File: src/rtl/hzc_pkg.sv
package hzc_pkg;

   typedef enum logic [2:0] {
      CL_ALU   = 3'd0,
      CL_LOAD  = 3'd1,
      CL_STORE = 3'd2,
      CL_FPADD = 3'd3,
      CL_FPST  = 3'd4
   } icls_e;

   localparam logic [1:0] FWD_RF  = 2'b00;
   localparam logic [1:0] FWD_WB  = 2'b01;
   localparam logic [1:0] FWD_MEM = 2'b10;

   // class writes a destination register
   function automatic logic cls_writes(input logic [2:0] c);
      return (c == CL_ALU) || (c == CL_LOAD) || (c == CL_FPADD);
   endfunction

   // class reads its second source tag
   function automatic logic cls_reads_b(input logic [2:0] c);
      return (c == CL_ALU) || (c == CL_STORE) || (c == CL_FPADD) || (c == CL_FPST);
   endfunction

   // second source feeds the execute unit
   function automatic logic cls_exec_b(input logic [2:0] c);
      return (c == CL_ALU) || (c == CL_FPADD);
   endfunction

   // second source is store data
   function automatic logic cls_stores(input logic [2:0] c);
      return (c == CL_STORE) || (c == CL_FPST);
   endfunction

   // result already present in the memory-stage register
   function automatic logic cls_early(input logic [2:0] c);
      return (c == CL_ALU) || (c == CL_FPADD);
   endfunction

endpackage

File: src/rtl/hzc_track.sv
module hzc_track
   import hzc_pkg::*;
#(
   parameter int TAG_W     = 5,
   parameter int FP_STAGES = 4
) (
   input  logic                              clk,
   input  logic                              rst_n,
   input  logic                              issue_en,
   input  logic [2:0]                        id_cls,
   input  logic [TAG_W-1:0]                  id_src_a,
   input  logic [TAG_W-1:0]                  id_src_b,
   input  logic [TAG_W-1:0]                  id_dst,
   output logic                              x_valid,
   output logic [2:0]                        x_cls,
   output logic [TAG_W-1:0]                  x_src_a,
   output logic [TAG_W-1:0]                  x_src_b,
   output logic [TAG_W-1:0]                  x_dst,
   output logic [FP_STAGES-1:1]              fp_valid,
   output logic [FP_STAGES-1:1][TAG_W-1:0]   fp_dst,
   output logic                              m_valid,
   output logic [2:0]                        m_cls,
   output logic [TAG_W-1:0]                  m_dst,
   output logic                              w_valid,
   output logic [2:0]                        w_cls,
   output logic [TAG_W-1:0]                  w_dst,
   output logic                              mem_clash,
   output logic                              mem_from_fp
);

   localparam int LAST = FP_STAGES - 1;

   logic x_is_fp;

   assign x_is_fp     = x_valid && (x_cls == CL_FPADD);
   assign mem_from_fp = fp_valid[LAST];
   assign mem_clash   = x_valid && !x_is_fp && fp_valid[LAST];

   // issue slot (execute for integer classes, A0 for the adder)
   always_ff @(posedge clk) begin
      if (!rst_n) begin
         x_valid <= 1'b0;
         x_cls   <= CL_ALU;
         x_src_a <= '0;
         x_src_b <= '0;
         x_dst   <= '0;
      end else if (!mem_clash) begin
         x_valid <= issue_en;
         if (issue_en) begin
            x_cls   <= id_cls;
            x_src_a <= id_src_a;
            x_src_b <= id_src_b;
            x_dst   <= id_dst;
         end
      end
   end

   // adder stage A1 is fed by the issue slot
   always_ff @(posedge clk) begin
      if (!rst_n) begin
         fp_valid[1] <= 1'b0;
         fp_dst[1]   <= '0;
      end else begin
         fp_valid[1] <= x_is_fp;
         fp_dst[1]   <= x_dst;
      end
   end

   // remaining adder stages shift unconditionally
   for (genvar k = 2; k <= LAST; k++) begin : g_fp_stage
      always_ff @(posedge clk) begin
         if (!rst_n) begin
            fp_valid[k] <= 1'b0;
            fp_dst[k]   <= '0;
         end else begin
            fp_valid[k] <= fp_valid[k-1];
            fp_dst[k]   <= fp_dst[k-1];
         end
      end
   end

   // single memory port: the adder output has precedence
   always_ff @(posedge clk) begin
      if (!rst_n) begin
         m_valid <= 1'b0;
         m_cls   <= CL_ALU;
         m_dst   <= '0;
      end else if (fp_valid[LAST]) begin
         m_valid <= 1'b1;
         m_cls   <= CL_FPADD;
         m_dst   <= fp_dst[LAST];
      end else if (x_valid && !x_is_fp) begin
         m_valid <= 1'b1;
         m_cls   <= x_cls;
         m_dst   <= x_dst;
      end else begin
         m_valid <= 1'b0;
      end
   end

   always_ff @(posedge clk) begin
      if (!rst_n) begin
         w_valid <= 1'b0;
         w_cls   <= CL_ALU;
         w_dst   <= '0;
      end else begin
         w_valid <= m_valid;
         w_cls   <= m_cls;
         w_dst   <= m_dst;
      end
   end

endmodule

File: src/rtl/hzc_detect.sv
module hzc_detect
   import hzc_pkg::*;
#(
   parameter int TAG_W       = 5,
   parameter int FP_STAGES   = 4,
   parameter int ZERO_TAG_EN = 1
) (
   input  logic                              id_valid,
   input  logic [2:0]                        id_cls,
   input  logic [TAG_W-1:0]                  id_src_a,
   input  logic [TAG_W-1:0]                  id_src_b,
   input  logic [TAG_W-1:0]                  id_dst,
   input  logic                              x_valid,
   input  logic [2:0]                        x_cls,
   input  logic [TAG_W-1:0]                  x_dst,
   input  logic [FP_STAGES-1:1]              fp_valid,
   input  logic [FP_STAGES-1:1][TAG_W-1:0]   fp_dst,
   input  logic                              mem_clash,
   output logic                              front_hold,
   output logic                              issue_bubble
);

   // adder results not yet forwardable: issue slot plus A1..A(n-2)
   localparam int NPEND = FP_STAGES - 1;

   function automatic logic tag_live(input logic [TAG_W-1:0] t);
      return (ZERO_TAG_EN == 0) || (t != '0);
   endfunction

   logic                          rd_b, wr_d;
   logic                          load_use, fp_wait, hazard;
   logic [NPEND-1:0]              pend_v, pend_hit;
   logic [NPEND-1:0][TAG_W-1:0]   pend_d;

   assign rd_b = cls_reads_b(id_cls);
   assign wr_d = cls_writes(id_cls);

   assign pend_v[0] = x_valid && (x_cls == CL_FPADD);
   assign pend_d[0] = x_dst;

   for (genvar k = 1; k < NPEND; k++) begin : g_pend
      assign pend_v[k] = fp_valid[k];
      assign pend_d[k] = fp_dst[k];
   end

   for (genvar k = 0; k < NPEND; k++) begin : g_hit
      assign pend_hit[k] = pend_v[k] && tag_live(pend_d[k]) &&
                           ((id_src_a == pend_d[k]) ||
                            (rd_b && (id_src_b == pend_d[k])) ||
                            (wr_d && (id_dst == pend_d[k])));
   end

   assign load_use = x_valid && (x_cls == CL_LOAD) && tag_live(x_dst) &&
                     ((id_src_a == x_dst) || (rd_b && (id_src_b == x_dst)));
   assign fp_wait  = |pend_hit;
   assign hazard   = id_valid && (load_use || fp_wait);

   assign front_hold   = hazard || mem_clash;
   assign issue_bubble = hazard && !mem_clash;

endmodule

File: src/rtl/hzc_fwd_sel.sv
module hzc_fwd_sel
   import hzc_pkg::*;
#(
   parameter int TAG_W       = 5,
   parameter int ZERO_TAG_EN = 1
) (
   input  logic              need,
   input  logic [TAG_W-1:0]  src,
   input  logic              m_live,
   input  logic [TAG_W-1:0]  m_dst,
   input  logic              w_live,
   input  logic [TAG_W-1:0]  w_dst,
   output logic [1:0]        sel
);

   logic src_ok;

   if (ZERO_TAG_EN != 0) begin : g_zero_gate
      assign src_ok = (src != '0);
   end else begin : g_no_gate
      assign src_ok = 1'b1;
   end

   always_comb begin
      sel = FWD_RF;
      if (need && src_ok) begin
         if (m_live && (m_dst == src)) begin
            sel = FWD_MEM;
         end else if (w_live && (w_dst == src)) begin
            sel = FWD_WB;
         end
      end
   end

endmodule

File: src/rtl/hzc_ctrl.sv
module hzc_ctrl
   import hzc_pkg::*;
#(
   parameter int TAG_W       = 5,
   parameter int FP_STAGES   = 4,
   parameter int ZERO_TAG_EN = 1
) (
   input  logic              clk,
   input  logic              rst_n,
   input  logic              id_valid,
   input  logic [2:0]        id_cls,
   input  logic [TAG_W-1:0]  id_src_a,
   input  logic [TAG_W-1:0]  id_src_b,
   input  logic [TAG_W-1:0]  id_dst,
   output logic              front_hold,
   output logic              issue_bubble,
   output logic              issue_hold,
   output logic              mem_from_fp,
   output logic [1:0]        fwd_a,
   output logic [1:0]        fwd_b,
   output logic [1:0]        fwd_sd
);

   localparam int NSEL = 3;

   if (TAG_W < 1) begin : g_bad_tag
      $error("hzc_ctrl: TAG_W must be at least 1");
   end
   if (FP_STAGES < 2) begin : g_bad_depth
      $error("hzc_ctrl: FP_STAGES must be at least 2");
   end

   logic                              issue_en, mem_clash;
   logic                              x_valid;
   logic [2:0]                        x_cls;
   logic [TAG_W-1:0]                  x_src_a, x_src_b, x_dst;
   logic [FP_STAGES-1:1]              fp_valid;
   logic [FP_STAGES-1:1][TAG_W-1:0]   fp_dst;
   logic                              m_valid, w_valid;
   logic [2:0]                        m_cls, w_cls;
   logic [TAG_W-1:0]                  m_dst, w_dst;
   logic                              m_live, w_live;
   logic [NSEL-1:0]                   sel_need;
   logic [NSEL-1:0][TAG_W-1:0]        sel_src;
   logic [NSEL-1:0][1:0]              sel_out;

   assign issue_en   = id_valid && !front_hold;
   assign issue_hold = mem_clash;

   hzc_track #(.TAG_W(TAG_W), .FP_STAGES(FP_STAGES)) track_i (
      .clk        (clk),
      .rst_n      (rst_n),
      .issue_en   (issue_en),
      .id_cls     (id_cls),
      .id_src_a   (id_src_a),
      .id_src_b   (id_src_b),
      .id_dst     (id_dst),
      .x_valid    (x_valid),
      .x_cls      (x_cls),
      .x_src_a    (x_src_a),
      .x_src_b    (x_src_b),
      .x_dst      (x_dst),
      .fp_valid   (fp_valid),
      .fp_dst     (fp_dst),
      .m_valid    (m_valid),
      .m_cls      (m_cls),
      .m_dst      (m_dst),
      .w_valid    (w_valid),
      .w_cls      (w_cls),
      .w_dst      (w_dst),
      .mem_clash  (mem_clash),
      .mem_from_fp(mem_from_fp)
   );

   hzc_detect #(.TAG_W(TAG_W), .FP_STAGES(FP_STAGES), .ZERO_TAG_EN(ZERO_TAG_EN)) detect_i (
      .id_valid    (id_valid),
      .id_cls      (id_cls),
      .id_src_a    (id_src_a),
      .id_src_b    (id_src_b),
      .id_dst      (id_dst),
      .x_valid     (x_valid),
      .x_cls       (x_cls),
      .x_dst       (x_dst),
      .fp_valid    (fp_valid),
      .fp_dst      (fp_dst),
      .mem_clash   (mem_clash),
      .front_hold  (front_hold),
      .issue_bubble(issue_bubble)
   );

   assign m_live = m_valid && cls_early(m_cls);
   assign w_live = w_valid && cls_writes(w_cls);

   // operand index 0: first source, 1: execute second source, 2: store data
   assign sel_need[0] = x_valid;
   assign sel_need[1] = x_valid && cls_exec_b(x_cls);
   assign sel_need[2] = x_valid && cls_stores(x_cls);
   assign sel_src[0]  = x_src_a;
   assign sel_src[1]  = x_src_b;
   assign sel_src[2]  = x_src_b;

   for (genvar s = 0; s < NSEL; s++) begin : g_sel
      hzc_fwd_sel #(.TAG_W(TAG_W), .ZERO_TAG_EN(ZERO_TAG_EN)) sel_i (
         .need  (sel_need[s]),
         .src   (sel_src[s]),
         .m_live(m_live),
         .m_dst (m_dst),
         .w_live(w_live),
         .w_dst (w_dst),
         .sel   (sel_out[s])
      );
   end

   assign fwd_a  = sel_out[0];
   assign fwd_b  = sel_out[1];
   assign fwd_sd = sel_out[2];

endmodule

File: config.mk
export PLATFORM = sky130hd
export DESIGN_NAME = hzc_ctrl
export DESIGN_NICKNAME = d
export VERILOG_FILES = /design/src/rtl/hzc_pkg.sv /design/src/rtl/hzc_track.sv /design/src/rtl/hzc_detect.sv /design/src/rtl/hzc_fwd_sel.sv /design/src/rtl/hzc_ctrl.sv
export SDC_FILE = /design/constraint.sdc
export NUM_CORES = 1
export LEC_CHECK = 0
export ABC_AREA = 1
export BUFFER_PORTS_ARGS = -buffer_cell sky130_fd_sc_hd__buf_4
export CAP_MARGIN = 20
export CORE_MARGIN = 2
export CORE_UTILIZATION = 30
export CTS_BUF_LIST = sky130_fd_sc_hd__clkbuf_8
export DETAILED_ROUTE_END_ITERATION = 12
export HOLD_SLACK_MARGIN = 0.05
export PLACE_DENSITY = 0.48
export SYNTH_ARGS = -nofsm -noshare
export SYNTH_HDL_FRONTEND = slang
export SYNTH_HIERARCHICAL = 1
export SYNTH_SLANG_ARGS = --single-unit
File: constraint.sdc
create_clock -name clk -period 3.7 [get_ports clk]
set_clock_uncertainty 0.1 [all_clocks]
set_input_delay 0 -clock clk [delete_from_list [all_inputs] [get_ports clk]]
set_output_delay 0 -clock clk [all_outputs]
set_load 0.01 [all_outputs]
## Word-level counts from Yosys, hierarchy flattened

Index checks and enable logic that the tools add are counted.

- Flip-flop bits (word level): 55
- Bits in latches: 0
- Memories kept: 0
- Logic and storage cells: 123
- Output and inout port bits: 10
- ROM bits: 0
- RAM bits: 0

- Add/subtract/negate cells: 0
- Shift-type cells: 0
- Bitwise operators: 2
- Order comparisons: 0
- Div/mod/pow operators: 0
- Multiply operators: 0
- Equal/unequal tests: 24
- Reduce and logical (&&, ||, !) cells: 66
- Mux-type cells: 13

Operator list:

| cell | count |
|---|---|
| 5-bit equality test | 13 |
| 1-bit logical AND | 32 |
| 5-bit nonzero test | 5 |
| 3-bit by 2-bit equality test with 1-bit output, second input constant | 6 |
| 1-bit logical OR | 18 |
| 2-bit two-way mux | 7 |
| 3-bit zero test | 4 |
| 5-bit two-way mux | 2 |
| 3-bit by 1-bit equality test with 1-bit output, second input constant | 3 |
| 3-bit equality test, second input constant | 2 |
| 1-bit two-way mux | 4 |
| 1-bit zero test | 3 |
| 3-bit OR reduction | 1 |
| 1-bit NOT | 2 |
| 2-bit AND reduction | 1 |
| 2-bit nonzero test | 1 |
| 2-bit OR reduction | 1 |

## Logic depth before layout (Yosys ltp)

- Depth in word-level cells: 15
- Mapped depth: 18
- Gate-level depth less buffers: 16

## Hierarchy

The synthesis kept the hierarchy.

Modules (own cells, without submodules):

| module | area each (um2) | sequential area each (um2) | instances | cells each |
|---|---|---|---|---|
| hzc_track | 2019.4 | 1101.1 | 1 | 259 |
| hzc_detect | 899.6 | 0.0 | 1 | 217 |
| hzc_fwd_sel | 222.7 | 0.0 | 3 | 52 |
| hzc_ctrl | 88.8 | 0.0 | 1 | 20 |

## Worst setup path before layout

Ideal clock, no wire load.

- Path type: register to register
- From: register track_i.x_dst[3]
- To: register track_i.x_dst[4]
- Arrival time: 1696 ps
- Stages on the path, launching flop included: 16
- Slack: 1789 ps
- Clock period less this slack: 1911 ps
- Required time: 3485 ps
- Setup time: 115 ps
- Cells stage by stage: dfxtp_1 inv_1 o21ai_1 nor2_1 nand3_1 nand3_1 nand2_1 nand3_2 nand2_2 nand2_1 nor2_1 buf_2 buf_2 nand3_1 nand2_1 nor2_1

- Longest elaborated chain between the ends: 12
- Elaborated cells between the ends (all ways): 19
- Classes of those cells: 3 x eq/ne; 16 x reduce/logical

Ends and longest elaborated chain:

| element | line | source |
|---|---|---|
| start: declaration | hzc_track.sv:18 | `output logic [TAG_W-1:0] x_dst,` |
| start signal: assignment | hzc_track.sv:53 | `x_dst <= id_dst;` |
| 5-bit equality test | hzc_detect.sv:49, hzc_detect.sv:54 |  |
| 1-bit logical AND | hzc_detect.sv:49, hzc_detect.sv:54 |  |
| 1-bit logical OR | hzc_detect.sv:48, hzc_detect.sv:54 |  |
| 1-bit logical OR | hzc_detect.sv:49 | `(rd_b && (id_src_b == pend_d[k])) \|\|` |
| 1-bit logical AND | hzc_detect.sv:47 | `assign pend_hit[k] = pend_v[k] && tag_live(pend_d[k]) &&` |
| 3-bit OR reduction | hzc_detect.sv:55 | `assign fp_wait = \|pend_hit;` |
| 1-bit logical OR * | hzc_detect.sv:56 | `assign hazard = id_valid && (load_use \|\| fp_wait);` |
| 1-bit logical AND * | hzc_detect.sv:56 |  |
| 1-bit logical OR * | hzc_detect.sv:58 | `assign front_hold = hazard \|\| mem_clash;` |
| net front_hold | hzc_ctrl.sv:15 | `output logic front_hold,` |
| 1-bit zero test * | hzc_ctrl.sv:47 | `assign issue_en = id_valid && !front_hold;` |
| 1-bit logical AND * | hzc_ctrl.sv:47 |  |
| net issue_en | hzc_ctrl.sv:33 | `logic issue_en, mem_clash;` |
| 2-bit AND reduction (no line) * | - |  |

The timed path passes the listed nets; every way through them passes the cells marked *.
A chain may end at the register's enable or synchronous reset.

## Worst setup path after layout

- From: register track_i.x_cls[1]
- To: register track_i.x_src_b[0]

- Longest elaborated chain between the ends: 11
- Elaborated cells between the ends (all ways): 19
- Classes of those cells: 2 x eq/ne; 1 x bitwise; 16 x reduce/logical

Ends and longest elaborated chain:

| element | line | source |
|---|---|---|
| start: declaration | hzc_track.sv:15 | `output logic [2:0] x_cls,` |
| start signal: assignment | hzc_track.sv:50 | `x_cls <= id_cls;` |
| 3-bit by 2-bit equality test with 1-bit output | hzc_track.sv:35, hzc_detect.sv:38 |  |
| 1-bit logical AND | hzc_track.sv:35, hzc_detect.sv:38 |  |
| 1-bit logical AND (2 in series) | hzc_detect.sv:47 |  |
| 3-bit OR reduction | hzc_detect.sv:55 |  |
| 1-bit logical OR | hzc_detect.sv:56 |  |
| 1-bit logical AND | hzc_detect.sv:56 |  |
| 1-bit logical OR * | hzc_detect.sv:58 |  |
| 1-bit zero test * | hzc_ctrl.sv:47 |  |
| 1-bit logical AND * | hzc_ctrl.sv:47 |  |
| net issue_en | hzc_ctrl.sv:33 |  |
| 2-bit AND reduction (no line) * | - |  |
| end signal: assignment | hzc_track.sv:52 | `x_src_b <= id_src_b;` |
| end: declaration | hzc_track.sv:17 | `output logic [TAG_W-1:0] x_src_b,` |

Marked as above.

==> flow_summary.ini <==
[sta]
min_period_ns = 2.357
slew_violations = 0
rsz0062_at_grt = false
fin_tns_setup_ns = 0
hold_viol_final = 0
fin_hold_ws_ns = 0.2696
slew_headroom_pct = 62.82
fin_ws_ns = 1.344
fin_crit_sh_pct = 63.69
setup_viol = 0
worst_slew_pin_slew_ns = 0.5578
fmax_mhz = 424.4

[worst_setup_path]
path_delay_family = simple AND/OR/NAND/NOR gates
crit_buf_inv = 3
critPathCaptureType = register
worst-path-max-fanout = 37
crit_type = reg -> reg
r2r_cells = 10
cp_slowest_cell = dfxtp_1
critPathLaunchType = register
cp_slowest_stage_delay_ns = 0.56
worst-path-stages = 10
worstPathCellList = nand3_4, nand3_4, inv_1, inv_1, nand2_1, nor2_2, buf_4, nand3_1, nand2_1, nor2_1
required_ns = 3.82
critical_path_arrival_ns = 2.48

[detailed_routing]
vias = 3687
wl_mm = 10.47
drc = 0
drt_iter0_markers = 219
first_pass_iters = 6
vias_per_cell = 4.379
wl_per_cell_um = 12.43
ant_nets = 0

[floorplan]
ios = 31
core-area_um2 = 11960
rows = 40
start_util_pct = 30.67
die_y_um = 114.6
die_w_um = 114.6
dieArea_um2 = 13130

[placed_design]
place.gp.congestion = 0.8611
io_buffers = 30
dp_hpwl_mm = 8.019
pre_cts_slack_ns = 1.384

[global_route]
grt_start_max_net_pins = 53
grt_first_pass_wirelength_mm = 17.04
overflow = 0
grt_use_total_pct = 16.46
antenna_found_initial = 0
grt_pass1_vias = 3427

[cts]
ctsHtreeMaxLevel = 2
worst_skew_pair.late_latency_ns = 0.32
cts_tree = built
numCtsBuffers = 5
post_cts_resized = 0
postCtsSetupBuffers = 0
clock-sinks = 55
clk_pin_slew_ns = 0.11
ctsLongestPathBuffers = 2
cts-root-buf = clkbuf_8

[pwr]
p_int_uw = 996.9
combPwrFrac_pct = 18.4
cellLeakagePower_uw = 0.002445
power_uw = 1408
swShare_pct = 29.21
powerDensity_nw_per_um2 = 325.4
irDropWorstVdd_mv = 0.1419
netSwitchingPower_uw = 411.3
clkPwrFrac_pct = 34.1
seqPwrFrac_pct = 47.5

[final_layout]
utilization_pct = 36.18
final_cell_mix = 251 x nand2_1, 113 x inv_1, 72 x nor2_1
final_common_cell = nand2_1
final.fill_count = 1363
nets = 715
syn_to_final_growth_pct = 17.97
final_layout_size_suffix_gt1_share_pct = 12.23
n_antenna_cell = 0

[outcome]
outcome = finished clean

[hold_path]
min_path_cells = 4
hp-class = in -> out

[synthesis]
syn_inst = 651
postSynthAreaPerCell_um2 = 5.635
syn-num-nets = 672
syn-cell-area_um2 = 3669
yosysWarnings = 6

[run]
drv_cap = 0
routing by layer:
metal  GRT usage [%]  up-vias  part of all wire [%]
met2           27.06       60                    46
met5               0        -                     0
met1           22.97     1613                    50
li1                -     2009                     -
met4           3.577        0                  0.63
met3           2.223        5                   3.8
registers in the layout (all words and copies together), names as in the netlist, 2 cells and up:
register / cells
track_i/fp_dst: 15
track_i/fp_valid: 2
track_i/m_cls: 3
track_i/m_dst: 5
track_i/w_cls: 3
track_i/w_dst: 5
track_i/x_cls: 3
track_i/x_dst: 5
track_i/x_src_a: 5
track_i/x_src_b: 5
final timing paths:
| path | slack (ns) | start | to |
|---|---|---|---|
| max reg2reg | 1.34 | track_i/x_cls[1]$_SDFFE_PN0P_ | track_i/x_src_b[0]$_SDFFE_PN0P_ |
| max | 1.34 | track_i/x_cls[1]$_SDFFE_PN0P_ | track_i/x_src_b[0]$_SDFFE_PN0P_ |
| min | 0.27 | id_valid | issue_bubble |
| min reg2reg | 0.35 | track_i/m_valid$_SDFF_PN0_ | track_i/w_valid$_SDFF_PN0_ |
stage by stage:
stage | area (µm²) | instances
floorplan | 3669 | 651
global placement | 4001 | 815
detailed placement | 4001 | 815
CTS | 4328 | 842
global route | 4328 | 842
finish | 4328 | 842
worst register-to-register path, stage by stage (launching register included):
cell and delay (ns):
dfxtp_1 0.56, nand3_4 0.19, nand3_4 0.33, inv_1 0.19, inv_1 0.09, nand2_1 0.08, nor2_2 0.10, buf_4 0.34
nand3_1 0.15, nand2_1 0.09, nor2_1 0.04
cell type report:
type                       instances  area (µm²)  share of cell area [%]
clock inverter                     3       67.56                   1.561
timing repair buffer              50       422.9                   9.772
multi-input combinational        447        1977                   45.68
sequential                        55        1101                   25.44
tap                              147       183.9                   4.250
inverter                         135       506.7                   11.71
clock buffer                       5       68.82                   1.590
power groups by stage:
| stage | sequential, µW | clock [µW] | combinational, µW |
|---|---|---|---|
| after floorplan | 664 | 0 | 177 |
| after global routing | 675 | 515 | 298 |
| after global placement | 683 | 0 | 241 |
| final | 669 | 480 | 259 |
| after CTS | 670 | 494 | 260 |
| after detailed placement | 683 | 0 | 243 |
timing repair:
action	CTS	global route
setup endpoints to repair	0	0
hold buffers	19	0
endpoints found under the hold margin	21	0
Note: power is estimated with default switching activity, not from simulation.
